==> src/rtl/ecc_err_log_pkg.sv <==
package ecc_err_log_pkg;
    localparam int STS_W     = 16;
    localparam int BIT_CE    = 0;
    localparam int BIT_UE    = 1;
    localparam int BIT_RFTO  = 8;
    localparam int BIT_LOCK  = 9;
    localparam int BIT_THERM = 11;
    localparam logic [STS_W-1:0] EV_MASK = 16'h0B03;

    localparam int GRAIN_LSB = 7;
    localparam int LOW_AW    = 32;

    localparam int OFS_PTR = 'h58;
    localparam int OFS_SYN = 'h5C;
    localparam int OFS_EXT = 'h70;
    localparam int OFS_STS = 'hC8;

    typedef struct packed {
        logic [STS_W-1:0] sts;
        logic             serr;
    } sts_state_t;

    typedef struct packed {
        logic [STS_W-1:0] cmd;
        logic [31:0]      rdata;
    } reg_state_t;
endpackage

==> src/rtl/ecc_err_status.sv <==
module ecc_err_status
    import ecc_err_log_pkg::*;
(
    input  logic             clk,
    input  logic             rst,
    input  logic [STS_W-1:0] ev_vec,
    input  logic [STS_W-1:0] clr_vec,
    input  logic [STS_W-1:0] cmd,
    output logic [STS_W-1:0] sts_o,
    output logic             serr_o
);
    sts_state_t state_d, state_q;

    always_comb begin
        state_d = state_q;
        for (int i = 0; i < STS_W; i++) begin
            if (EV_MASK[i]) begin
                // a hardware set in the same cycle outranks a clear
                state_d.sts[i] = ev_vec[i] | (state_q.sts[i] & ~clr_vec[i]);
            end else begin
                state_d.sts[i] = 1'b0;
            end
        end
        state_d.serr = |(ev_vec & cmd & EV_MASK);
    end

    always_ff @(posedge clk) begin
        if (rst) state_q <= '0;
        else     state_q <= state_d;
    end

    assign sts_o  = state_q.sts;
    assign serr_o = state_q.serr;
endmodule

==> src/rtl/ecc_err_capture.sv <==
module ecc_err_capture
    import ecc_err_log_pkg::*;
#(
    parameter int PA_W  = 33,
    parameter int SYN_W = 8
) (
    input  logic                      clk,
    input  logic                      rst,
    input  logic                      ev_ce,
    input  logic                      ev_ue,
    input  logic [PA_W-GRAIN_LSB-1:0] err_line,
    input  logic                      err_chan,
    input  logic [SYN_W-1:0]          err_syn,
    input  logic                      flag_ce,
    input  logic                      flag_ue,
    output logic [PA_W-GRAIN_LSB-1:0] line_o,
    output logic                      chan_o,
    output logic [SYN_W-1:0]          syn_o
);
    localparam int LINE_W = PA_W - GRAIN_LSB;

    typedef struct packed {
        logic [LINE_W-1:0] line;
        logic              chan;
        logic [SYN_W-1:0]  syn;
    } log_t;

    log_t log_d, log_q;
    logic take_ue, take_ce;

    always_comb begin
        take_ue = ev_ue && !flag_ue;
        take_ce = ev_ce && !ev_ue && !flag_ce && !flag_ue;
        log_d   = log_q;
        if (take_ue || take_ce) begin
            log_d.line = err_line;
            log_d.chan = err_chan;
            log_d.syn  = err_syn;
        end
    end

    always_ff @(posedge clk) begin
        if (rst) log_q <= '0;
        else     log_q <= log_d;
    end

    assign line_o = log_q.line;
    assign chan_o = log_q.chan;
    assign syn_o  = log_q.syn;
endmodule

==> src/rtl/ecc_err_regs.sv <==
module ecc_err_regs
    import ecc_err_log_pkg::*;
#(
    parameter int REG_AW = 8,
    parameter int PA_W   = 33,
    parameter int SYN_W  = 8
) (
    input  logic                      clk,
    input  logic                      rst,
    input  logic                      we,
    input  logic                      re,
    input  logic [REG_AW-1:0]         addr,
    input  logic [3:0]                wstrb,
    input  logic [31:0]               wdata,
    input  logic [STS_W-1:0]          sts,
    input  logic [PA_W-GRAIN_LSB-1:0] line,
    input  logic                      chan,
    input  logic [SYN_W-1:0]          syn,
    output logic [STS_W-1:0]          cmd_o,
    output logic [STS_W-1:0]          clr_o,
    output logic [31:0]               rdata_o
);
    localparam int LINE_W = PA_W - GRAIN_LSB;
    localparam int EXT_W  = PA_W - LOW_AW;
    localparam int LOW_LW = LOW_AW - GRAIN_LSB;
    localparam int NLANE  = STS_W / 8;

    reg_state_t state_d, state_q;
    logic hit_ptr, hit_syn, hit_ext, hit_sts;
    logic [7:0]  ext_byte;
    logic [31:0] mux;

    always_comb begin
        hit_ptr = (addr == REG_AW'(OFS_PTR));
        hit_syn = (addr == REG_AW'(OFS_SYN));
        hit_ext = (addr == REG_AW'(OFS_EXT));
        hit_sts = (addr == REG_AW'(OFS_STS));

        state_d = state_q;
        clr_o   = '0;
        for (int b = 0; b < NLANE; b++) begin
            if (we && hit_sts && wstrb[b]) begin
                clr_o[8*b +: 8] = wdata[8*b +: 8] & EV_MASK[8*b +: 8];
            end
            if (we && hit_sts && wstrb[NLANE+b]) begin
                state_d.cmd[8*b +: 8] = wdata[16+8*b +: 8] & EV_MASK[8*b +: 8];
            end
        end

        ext_byte = '0;
        ext_byte[EXT_W-1:0] = line[LINE_W-1:LOW_LW];

        mux = '0;
        if (hit_ptr) mux = {line[LOW_LW-1:0], {(GRAIN_LSB-1){1'b0}}, chan};
        if (hit_syn) mux = 32'(syn);
        if (hit_ext) mux = 32'(ext_byte);
        if (hit_sts) mux = {state_q.cmd, sts};

        if (re) state_d.rdata = mux;
    end

    always_ff @(posedge clk) begin
        if (rst) state_q <= '0;
        else     state_q <= state_d;
    end

    assign cmd_o   = state_q.cmd;
    assign rdata_o = state_q.rdata;
endmodule

==> src/rtl/ecc_err_log.sv <==
module ecc_err_log
    import ecc_err_log_pkg::*;
#(
    parameter int PA_W   = 33,
    parameter int SYN_W  = 8,
    parameter int REG_AW = 8
) (
    input  logic              clk,
    input  logic              rst,
    input  logic              ev_ce,
    input  logic              ev_ue,
    input  logic              ev_rfto,
    input  logic              ev_lock,
    input  logic              ev_therm,
    input  logic [PA_W-1:0]   err_addr,
    input  logic              err_chan,
    input  logic [SYN_W-1:0]  err_syn,
    input  logic              reg_we,
    input  logic              reg_re,
    input  logic [REG_AW-1:0] reg_addr,
    input  logic [3:0]        reg_wstrb,
    input  logic [31:0]       reg_wdata,
    output logic [31:0]       reg_rdata,
    output logic              serr
);
    localparam int LINE_W = PA_W - GRAIN_LSB;

    logic [STS_W-1:0]  ev_vec, sts_w, clr_w, cmd_w;
    logic [LINE_W-1:0] line_w;
    logic              chan_w;
    logic [SYN_W-1:0]  syn_w;
    logic [6:0]        addr_lo_unused;

    always_comb begin
        ev_vec            = '0;
        ev_vec[BIT_CE]    = ev_ce;
        ev_vec[BIT_UE]    = ev_ue;
        ev_vec[BIT_RFTO]  = ev_rfto;
        ev_vec[BIT_LOCK]  = ev_lock;
        ev_vec[BIT_THERM] = ev_therm;
    end

    assign addr_lo_unused = err_addr[GRAIN_LSB-1:0];

    ecc_err_status u_status (
        .clk     (clk),
        .rst     (rst),
        .ev_vec  (ev_vec),
        .clr_vec (clr_w),
        .cmd     (cmd_w),
        .sts_o   (sts_w),
        .serr_o  (serr)
    );

    ecc_err_capture #(.PA_W(PA_W), .SYN_W(SYN_W)) u_capture (
        .clk      (clk),
        .rst      (rst),
        .ev_ce    (ev_ce),
        .ev_ue    (ev_ue),
        .err_line (err_addr[PA_W-1:GRAIN_LSB]),
        .err_chan (err_chan),
        .err_syn  (err_syn),
        .flag_ce  (sts_w[BIT_CE]),
        .flag_ue  (sts_w[BIT_UE]),
        .line_o   (line_w),
        .chan_o   (chan_w),
        .syn_o    (syn_w)
    );

    ecc_err_regs #(.REG_AW(REG_AW), .PA_W(PA_W), .SYN_W(SYN_W)) u_regs (
        .clk     (clk),
        .rst     (rst),
        .we      (reg_we),
        .re      (reg_re),
        .addr    (reg_addr),
        .wstrb   (reg_wstrb),
        .wdata   (reg_wdata),
        .sts     (sts_w),
        .line    (line_w),
        .chan    (chan_w),
        .syn     (syn_w),
        .cmd_o   (cmd_w),
        .clr_o   (clr_w),
        .rdata_o (reg_rdata)
    );
endmodule

==> config.mk <==
export PLATFORM = sky130hd
export DESIGN_NAME = ecc_err_log
export DESIGN_NICKNAME = d
export VERILOG_FILES = /design/src/rtl/ecc_err_log_pkg.sv /design/src/rtl/ecc_err_status.sv /design/src/rtl/ecc_err_capture.sv /design/src/rtl/ecc_err_regs.sv /design/src/rtl/ecc_err_log.sv
export SDC_FILE = /design/constraint.sdc
export NUM_CORES = 1
export LEC_CHECK = 0
export ABC_CLOCK_PERIOD_IN_PS = 3500
export BUFFER_PORTS_ARGS = -buffer_cell sky130_fd_sc_hd__buf_2
export CORE_MARGIN = 8
export CORE_UTILIZATION = 50
export DETAILED_ROUTE_END_ITERATION = 7
export GPL_TIMING_DRIVEN = 0
export PLACE_DENSITY = 0.83
export SLEW_MARGIN = 20
export SYNTH_ARGS = -nofsm -noshare
export SYNTH_HDL_FRONTEND = slang
export SYNTH_SLANG_ARGS = --single-unit
==> constraint.sdc <==
create_clock -name clk -period 3.5 [get_ports clk]
set_input_delay 0.875 -clock clk [delete_from_list [all_inputs] [get_ports clk]]
set_output_delay 0.875 -clock clk [all_outputs]
set_load 0.02 [all_outputs]
# Word-level counts from Yosys, hierarchy flattened
# Cells that the tools add are included.
# totals
ff_bits	89
in_bits	95
output_inout_bits	33
wordCells	49
# classes
n_eq_ne	4
n_mux	6
n_bitwise	16
reduce_logical	14
# ops
cell	n
32-bit 2-to-1 mux	4
8-bit by 7-bit equality test with 1-bit output (second input constant)	3
12-bit AND	1
1-bit logical AND	9
8-bit equality test (second input constant)	1
1-bit AND	5
1-bit inverter	5
1-bit bitwise OR	5
5-bit OR reduction	1
4-bit 2-to-1 mux	1
1-bit logical NOT	3
2-bit 2-to-1 mux	1
1-bit logical OR	1

# Logic depth before layout (Yosys ltp)
# Gate-level depths: netlist (run 1).
# logic_depth
ltp_word	7
depth_mapped	6
ltp_nobuf	4

# By module
# From an unflattened synthesis (run 1), not the netlist that was laid out.
# hier_totals
hier_cells	409
hier_area_um2	3881.2
# by_module_without_submodules
mod	instances	cells_per_inst	area_each_um2	seq_area_each_um2
ecc_err_regs	1	218	1960.6	740.7
ecc_err_capture	1	154	1612.8	700.7
ecc_err_status	1	36	304.0	120.1
ecc_err_log	1	1	3.8	0.0

# Least setup slack after synthesis (run 1)
# No wires, ideal clock.
# synth_path
path_type	input -> register
start	input port rst
end	register u_regs.state_q (netlist bit u_regs.rdata_o[16])
setup_ns	0.137
arrival_time_ns	1.776
required_time_ns	3.363
slack_ns	1.587
cell_stages	4
path_buffers	3
path_cell_list	buf_2 clkbuf_1 clkbuf_1 nor2_1
# synth_lines
element	line	rtl
start, declared	ecc_err_log.sv:9	input logic rst,
end signal, assigned	ecc_err_regs.sv:64	else state_q <= state_d;
end, declared	ecc_err_regs.sv:28	reg_state_t state_d, state_q;
# No word-level cell between the ends.

# Final worst setup path (run 1)
# layout_path
start	input port ev_ce
end	register u_capture.log_q (netlist bit u_capture.chan_o)
# layout_between
elab_chain_cells	4
# layout_rtl
element	line	rtl
start, declared	ecc_err_log.sv:10	input logic ev_ce,
1-bit logical AND (3 in series)	ecc_err_capture.sv:33	take_ce = ev_ce && !ev_ue && !flag_ce && !flag_ue;
1-bit logical OR	ecc_err_capture.sv:35	if (take_ue || take_ce) begin
end signal, assigned	ecc_err_capture.sv:44	else log_q <= log_d;
end, declared	ecc_err_capture.sv:28	log_t log_d, log_q;
# Every way passes these cells.
# A chain may end at the register's enable or synchronous reset.

==> reports/metrics.cfg, run 1 <==
[sta]
post-route-period-util_pct = 53.83
tightestPinTransition_ns = 0.6819
tns_ns = 0
slew_headroom_pct = 54.54
final-setup-viol-count = 0
holdWs_ns = 0.4595
fin_skew_ns = 0.004907
timing.final.hold_violations = 0
final_max_slew_viol_count = 0
layout_setup_ws_ns = 1.616
rsz0062_at_grt = no
max_freq_mhz = 530.8
period_needed_ns = 1.884

[clock_network]
clockBufferDepth = 2
clock_latency_ns = 0.35
cts-buffers-inserted = 9
cts_resized = 0
cts-root-buf = clkbuf_8
cts_num_sinks = 78
postCtsSetupRepairBufs = 0
cts_tree = yes
ctsHoldBuffers = 0
clk_pin_slew_worst_paths_ns = 0.08
htreeDepth = 3

[floorplan]
dieWidth_microns = 93.95
ios = 128
core_area_sq_mm = 0.005886
die_h_microns = 93.95
rows = 28
die_area_sq_mm = 0.008826
initial_core_util_pct = 51.62

[global_route]
grt_pass1_wl_microns = 12930
first_global_vias = 2766
grt_max_degree = 13
grt_usage_pct = 18.76
antenna_found_initial = 0
grt.overflow.total = 0

[place]
dp_cells = 513
dpl_cell_area_sq_mm = 0.003617
io_buffer_count = 97
place_ws_ns = 1.276
gp_congestion = 0.7859
dp_hpwl_microns = 6345

[layout]
final_area_sq_mm = 0.003819
final_common_cell = buf_2
area.sequential_sq_mm = 0.001562
multi_input_area_sq_mm = 0.001318
fin_nets = 544
n_antenna_cell = 0
final_cell_count_no_fill = 529
layout_common_cells = buf_2, nand2_1, dfxtp_1
fillers = 483
area_growth_pct = 25.70
drive_gt1_share_pct = 32.82

[synth]
yosysSeqAreaShare_pct = 51.40
yosys_register_bits = 78
synth-async-reset-ratio_pct = 0
yosysWarnings = 0
synth_edf_count = 0
netlist_instances = 341
syn-mean-instance-area_sq_um = 8.909
synth_nets = 436
mappedNetlistArea_sq_mm = 0.003038
ys.flop_type = dfxtp_1
ys_types = 34

[detailed_routing]
first_pass_iters = 5
wl_per_cell_microns = 15.80
drtIter0Drc = 133
routed_via_density = 5.265
drt-total-wl_microns = 8360
drt_drc_violations_left = 0
vias = 2785
drtAntennaViolNets = 0

[pwr]
peakVddDrop_mv = 0.2787
leakage_nw = 1.680
p_per_area_mw_per_mm2 = 466.7

[min_path]
whs_endpoint = u_capture.line_o[21]$_SDFFE_PP0P_
hp-class = reg -> reg
worst_hold_startpoint = u_capture.line_o[21]$_SDFFE_PP0P_
whs_path_depth = 2

[setup_path]
rrSetupSlack_ns = 1.98
endpoint_kind = register
r2r_cells = 5
cp.arrival_ns = 2.16
cp_max_fo = 10
r2r-start = u_status.sts_o[0]$_SDFF_PP0_
regToRegEndpoint = u_capture.chan_o$_SDFFE_PP0P_
crit_type = in -> reg
startpoint_type = input port
cp.required_ns = 3.78

[job]
drv_cap = 0

[outcome]
status = complete, no violations

## report_power, final
group / switching (mW) / total [mW] / internal [mW]
combinational: 0.0953 / 0.160 / 0.0652
sequential: 0.0188 / 0.938 / 0.919
clock: 0.316 / 0.684 / 0.368
## worst max path at each step
stage,cells past startpoint,to,from
3_5_place_dp,6,u_capture.syn_o[7]$_SDFFE_PP0P_,ev_ce
3_3_place_gp,7,u_regs.rdata_o[21]$_SDFFE_PP0P_,reg_addr[2]
2_1_floorplan,4,u_regs.rdata_o[16]$_SDFFE_PP0P_,rst
4_1_cts,6,u_capture.chan_o$_SDFFE_PP0P_,ev_ce
5_1_grt,6,u_capture.syn_o[0]$_SDFFE_PP0P_,ev_ce
6_report,6,u_capture.chan_o$_SDFFE_PP0P_,ev_ce
## metal layers
metal / up-vias / GRT usage [%] / part of all wire [%]
li1: 1388 / - / -
met1: 1279 / 21.61 / 41
met2: 104 / 30.98 / 49
met3: 14 / 5.356 / 7.4
met4: 0 / 9.511 / 2.5
met5: - / 0 / 0
## kinds of logic after synthesis
family | count (synthesis) | share of synthesized area, %
muxes | 7 | 2.389
AOI/OAI and AO/OA | 92 | 21.17
DFF | 78 | 51.40
buffers and inverters | 31 | 5.231
and+or+nand+nor | 133 | 19.81
## critical path, cell delays in order
cell and delay (ns):
buf_2 0.12, nor2b_1 0.15, o21bai_2 0.34, clkbuf_1 0.38
nand2_1 0.12, a21oi_1 0.18
## synthesized netlist by cell type, drive strengths merged, types with 2 or more instances
cell,count,share of area [%]
mux2,2,0.74
nor4bb,2,0.66
nand3,3,0.49
mux2i,5,1.6
dfxtp,78,51
a22oi,30,9.1
nand2,80,9.9
inv,7,0.87
clkbuf,13,1.6
o21ai,5,0.82
a2bb2oi,8,2.3
a21oi,42,6.9
buf,11,2.8
nand4,3,0.62
and3,2,0.41
nor2,36,5.3
and4bb,2,0.82
## final cells by class
type	count	area share, %
Sequential cell	78	40.89
Multi-Input combinational cell	232	34.50
Clock inverter	3	1.114
Buffer	24	3.473
Timing Repair Buffer	97	12.71
Tap cell	75	2.457
Inverter	7	0.6881
Clock buffer	13	4.161
## through the flow
| stage | power, mW | util [%] |
|---|---|---|
| final | 1.782 | 64.88 |
| after global routing | 1.849 | 64.88 |
| after CTS | 1.788 | 64.88 |
| after detailed placement | 1.117 | 61.46 |
| after global placement | 1.110 | 61.46 |
| after floorplan | 1.043 | - |
## registers in the layout, indices dropped and copies added (netlist names)
| signal | flops |
|---|---|
| u_regs.rdata_o | 32 |
| u_capture.line_o | 26 |
| u_capture.syn_o | 8 |
| u_regs.cmd_o | 5 |
| u_status.sts_o | 5 |
| u_capture.chan_o | 1 |
| u_status.serr_o | 1 |
No activity file was read; power rests on OpenSTA's default activity.
==> run 2, diff against run 1 <==
ABC_CLOCK_PERIOD_IN_PS = 1650   (was 3500)
CORE_UTILIZATION = 43   (was 50)
PLACE_DENSITY = 0.76   (was 0.83)
clock period = 1.65 ns   (was 3.5 ns; I/O delays follow)
==> run 2 against run 1 <==
Effect of this change: via count down 0.75%; highest routed layer unchanged; register-to-register slack got worse by 1.8 ns; non-clock buffer count unchanged; critical path depth unchanged; worst setup slack lost 1.4 ns; combinational power rose by 110%; first-iteration DRC count increased by 14%; sequential share of layout area is 0.29 points lower; wire length increased by 1.2%.
==> reports/metrics.cfg, run 2 (synthesized netlist as in run 1, its figures left out) <==
[detailed_routing]
drtAntennaViolNets = 0
vias = 2764
wl_met2_microns = 4061
drt_drc_violations_left = 0
first_pass_iters = 4
met1_length_microns = 3742
drt-total-wl_microns = 8461
wl_per_cell_microns = 15.38
dr_wl_met3_microns = 518
highest_layer = met4
drtIter0Drc = 151
routed_via_density = 5.025

[setup_path]
cp.required_ns = 1.93
max_stage_delay_ns = 0.33
cpMostUsedCell = buf_2
endpoint_kind = register
rrSetupSlack_ns = 0.22
cp_max_fo = 10
cp_num_buf_inv = 2
worstPathCellList = nor2b_1 > o21ba_2 > buf_2 > buf_2 > nand2_1 > a21oi_1
critPathTopFamily = buffers and inverters
r2r-start = u_status.sts_o[0]$_SDFF_PP0_
slowest_stage = dfxtp_1
cp.arrival_ns = 1.71
crit_type = reg -> reg
regToRegEndpoint = u_capture.line_o[22]$_SDFFE_PP0P_
startpoint_type = register
r2r_cells = 6

[clock_network]
cts_num_sinks = 78
clockBufferDepth = 2
htreeDepth = 3
postCtsSetupRepairBufs = 0
cts-buffers-inserted = 9
clk_pin_slew_worst_paths_ns = 0.08
cts-root-buf = clkbuf_8
cts_tree = yes
clock_latency_ns = 0.36

[place]
place_ws_ns = -0.1500
dp_hpwl_microns = 6456
gp_congestion = 0.7735
io_buffer_count = 97
dpl_cell_area_sq_mm = 0.003643

[sta]
slew_headroom_pct = 56.61
final_max_slew_viol_count = 0
timing.final.hold_violations = 0
fin_skew_ns = 0.01326
max_freq_mhz = 698.7
holdWs_ns = 0.2882
rsz0062_at_grt = no
final-setup-viol-count = 0
tns_ns = 0
period_needed_ns = 1.431
layout_setup_ws_ns = 0.2188
post-route-period-util_pct = 86.74
tightestPinTransition_ns = 0.6509

[pwr]
p_per_area_mw_per_mm2 = 973.5
peakVddDrop_mv = 0.5891
leakage_nw = 1.680

[floorplan]
core_area_sq_mm = 0.006832
die_h_microns = 100.1
die_area_sq_mm = 0.01001
ios = 128
dieWidth_microns = 100.1
initial_core_util_pct = 44.47
rows = 30

[layout]
area_growth_pct = 26.61
layout_common_cells = buf_2, nand2_1, dfxtp_1
drive_gt1_share_pct = 33.92
n_antenna_cell = 0
final_common_cell = buf_2
final_area_sq_mm = 0.003846
largest_register_ffs = 32
fin_util_pct = 56.30
fin_nets = 544

[outcome]
status = complete, no violations

[global_route]
grt_max_degree = 15
first_global_vias = 2780
grt_usage_pct = 16.98
grt.overflow.total = 0
antenna_found_initial = 0
grt_pass1_wl_microns = 13460

[min_path]
whs_path_depth = 3
worst_hold_startpoint = err_syn[3]
whs_endpoint = u_capture.syn_o[3]$_SDFFE_PP0P_
hp-class = in -> reg

[job]
drv_cap = 0

run 2: repair_timing:
| item | in CTS | in global routing |
|---|---|---|
| setup endpoints to repair | 0 | 24 |
| resized for setup | 0 | 6 |
| hold buffers | 0 | 0 |
run 2: worst min-delay path, delay by kind of cell:
family	cells	cell delay, ns
simple gates	1	0.04
buf+inv	1	0.09
compound gates	1	0.05
run 2: metrics by stage:
stage / std cells / power [mW]
2_1_floorplan: 341 / 2.212
3_3_place_gp: 534 / 2.358
3_5_place_dp: 534 / 2.370
4_1_cts: 550 / 3.770
5_1_grt: 550 / 3.890
6_report: 550 / 3.744
run 2: worst max-delay path by stage:
stage / from / endpoint / cells after the start
after global placement: ev_ce / u_capture.line_o[25]$_SDFFE_PP0P_ / 6
after CTS: u_status.sts_o[0]$_SDFF_PP0_ / u_capture.line_o[25]$_SDFFE_PP0P_ / 5
final: u_status.sts_o[0]$_SDFF_PP0_ / u_capture.line_o[22]$_SDFFE_PP0P_ / 6
after global routing: u_status.sts_o[0]$_SDFF_PP0_ / u_capture.line_o[23]$_SDFFE_PP0P_ / 6
after detailed placement: ev_ce / u_capture.syn_o[6]$_SDFFE_PP0P_ / 6
after floorplan: rst / u_regs.rdata_o[16]$_SDFFE_PP0P_ / 4
run 2: final cells by class:
cell class                      count  area, sq um
Clock buffer                        9        123.9
Fill cell                         650         2985
Tap cell                           96        120.1
Multi-Input combinational cell    232         1318
Sequential cell                    78         1562
Timing Repair Buffer               97        485.5
Clock inverter                      7        75.07
Inverter                            7        26.28
Buffer                             24        136.4
run 2: routing by layer:
layer,vias up,global-route usage (%)
li1,1394,-
met1,1281,20.76
met2,77,26.94
met3,12,4.844
met4,0,7.791
met5,-,0
run 2: power breakdown:
group / internal [mW] / leakage, nW / switching, mW
sequential: 1.95 / 0.636 / 0.0386
clock: 0.700 / 0.0914 / 0.716
combinational: 0.140 / 0.953 / 0.201
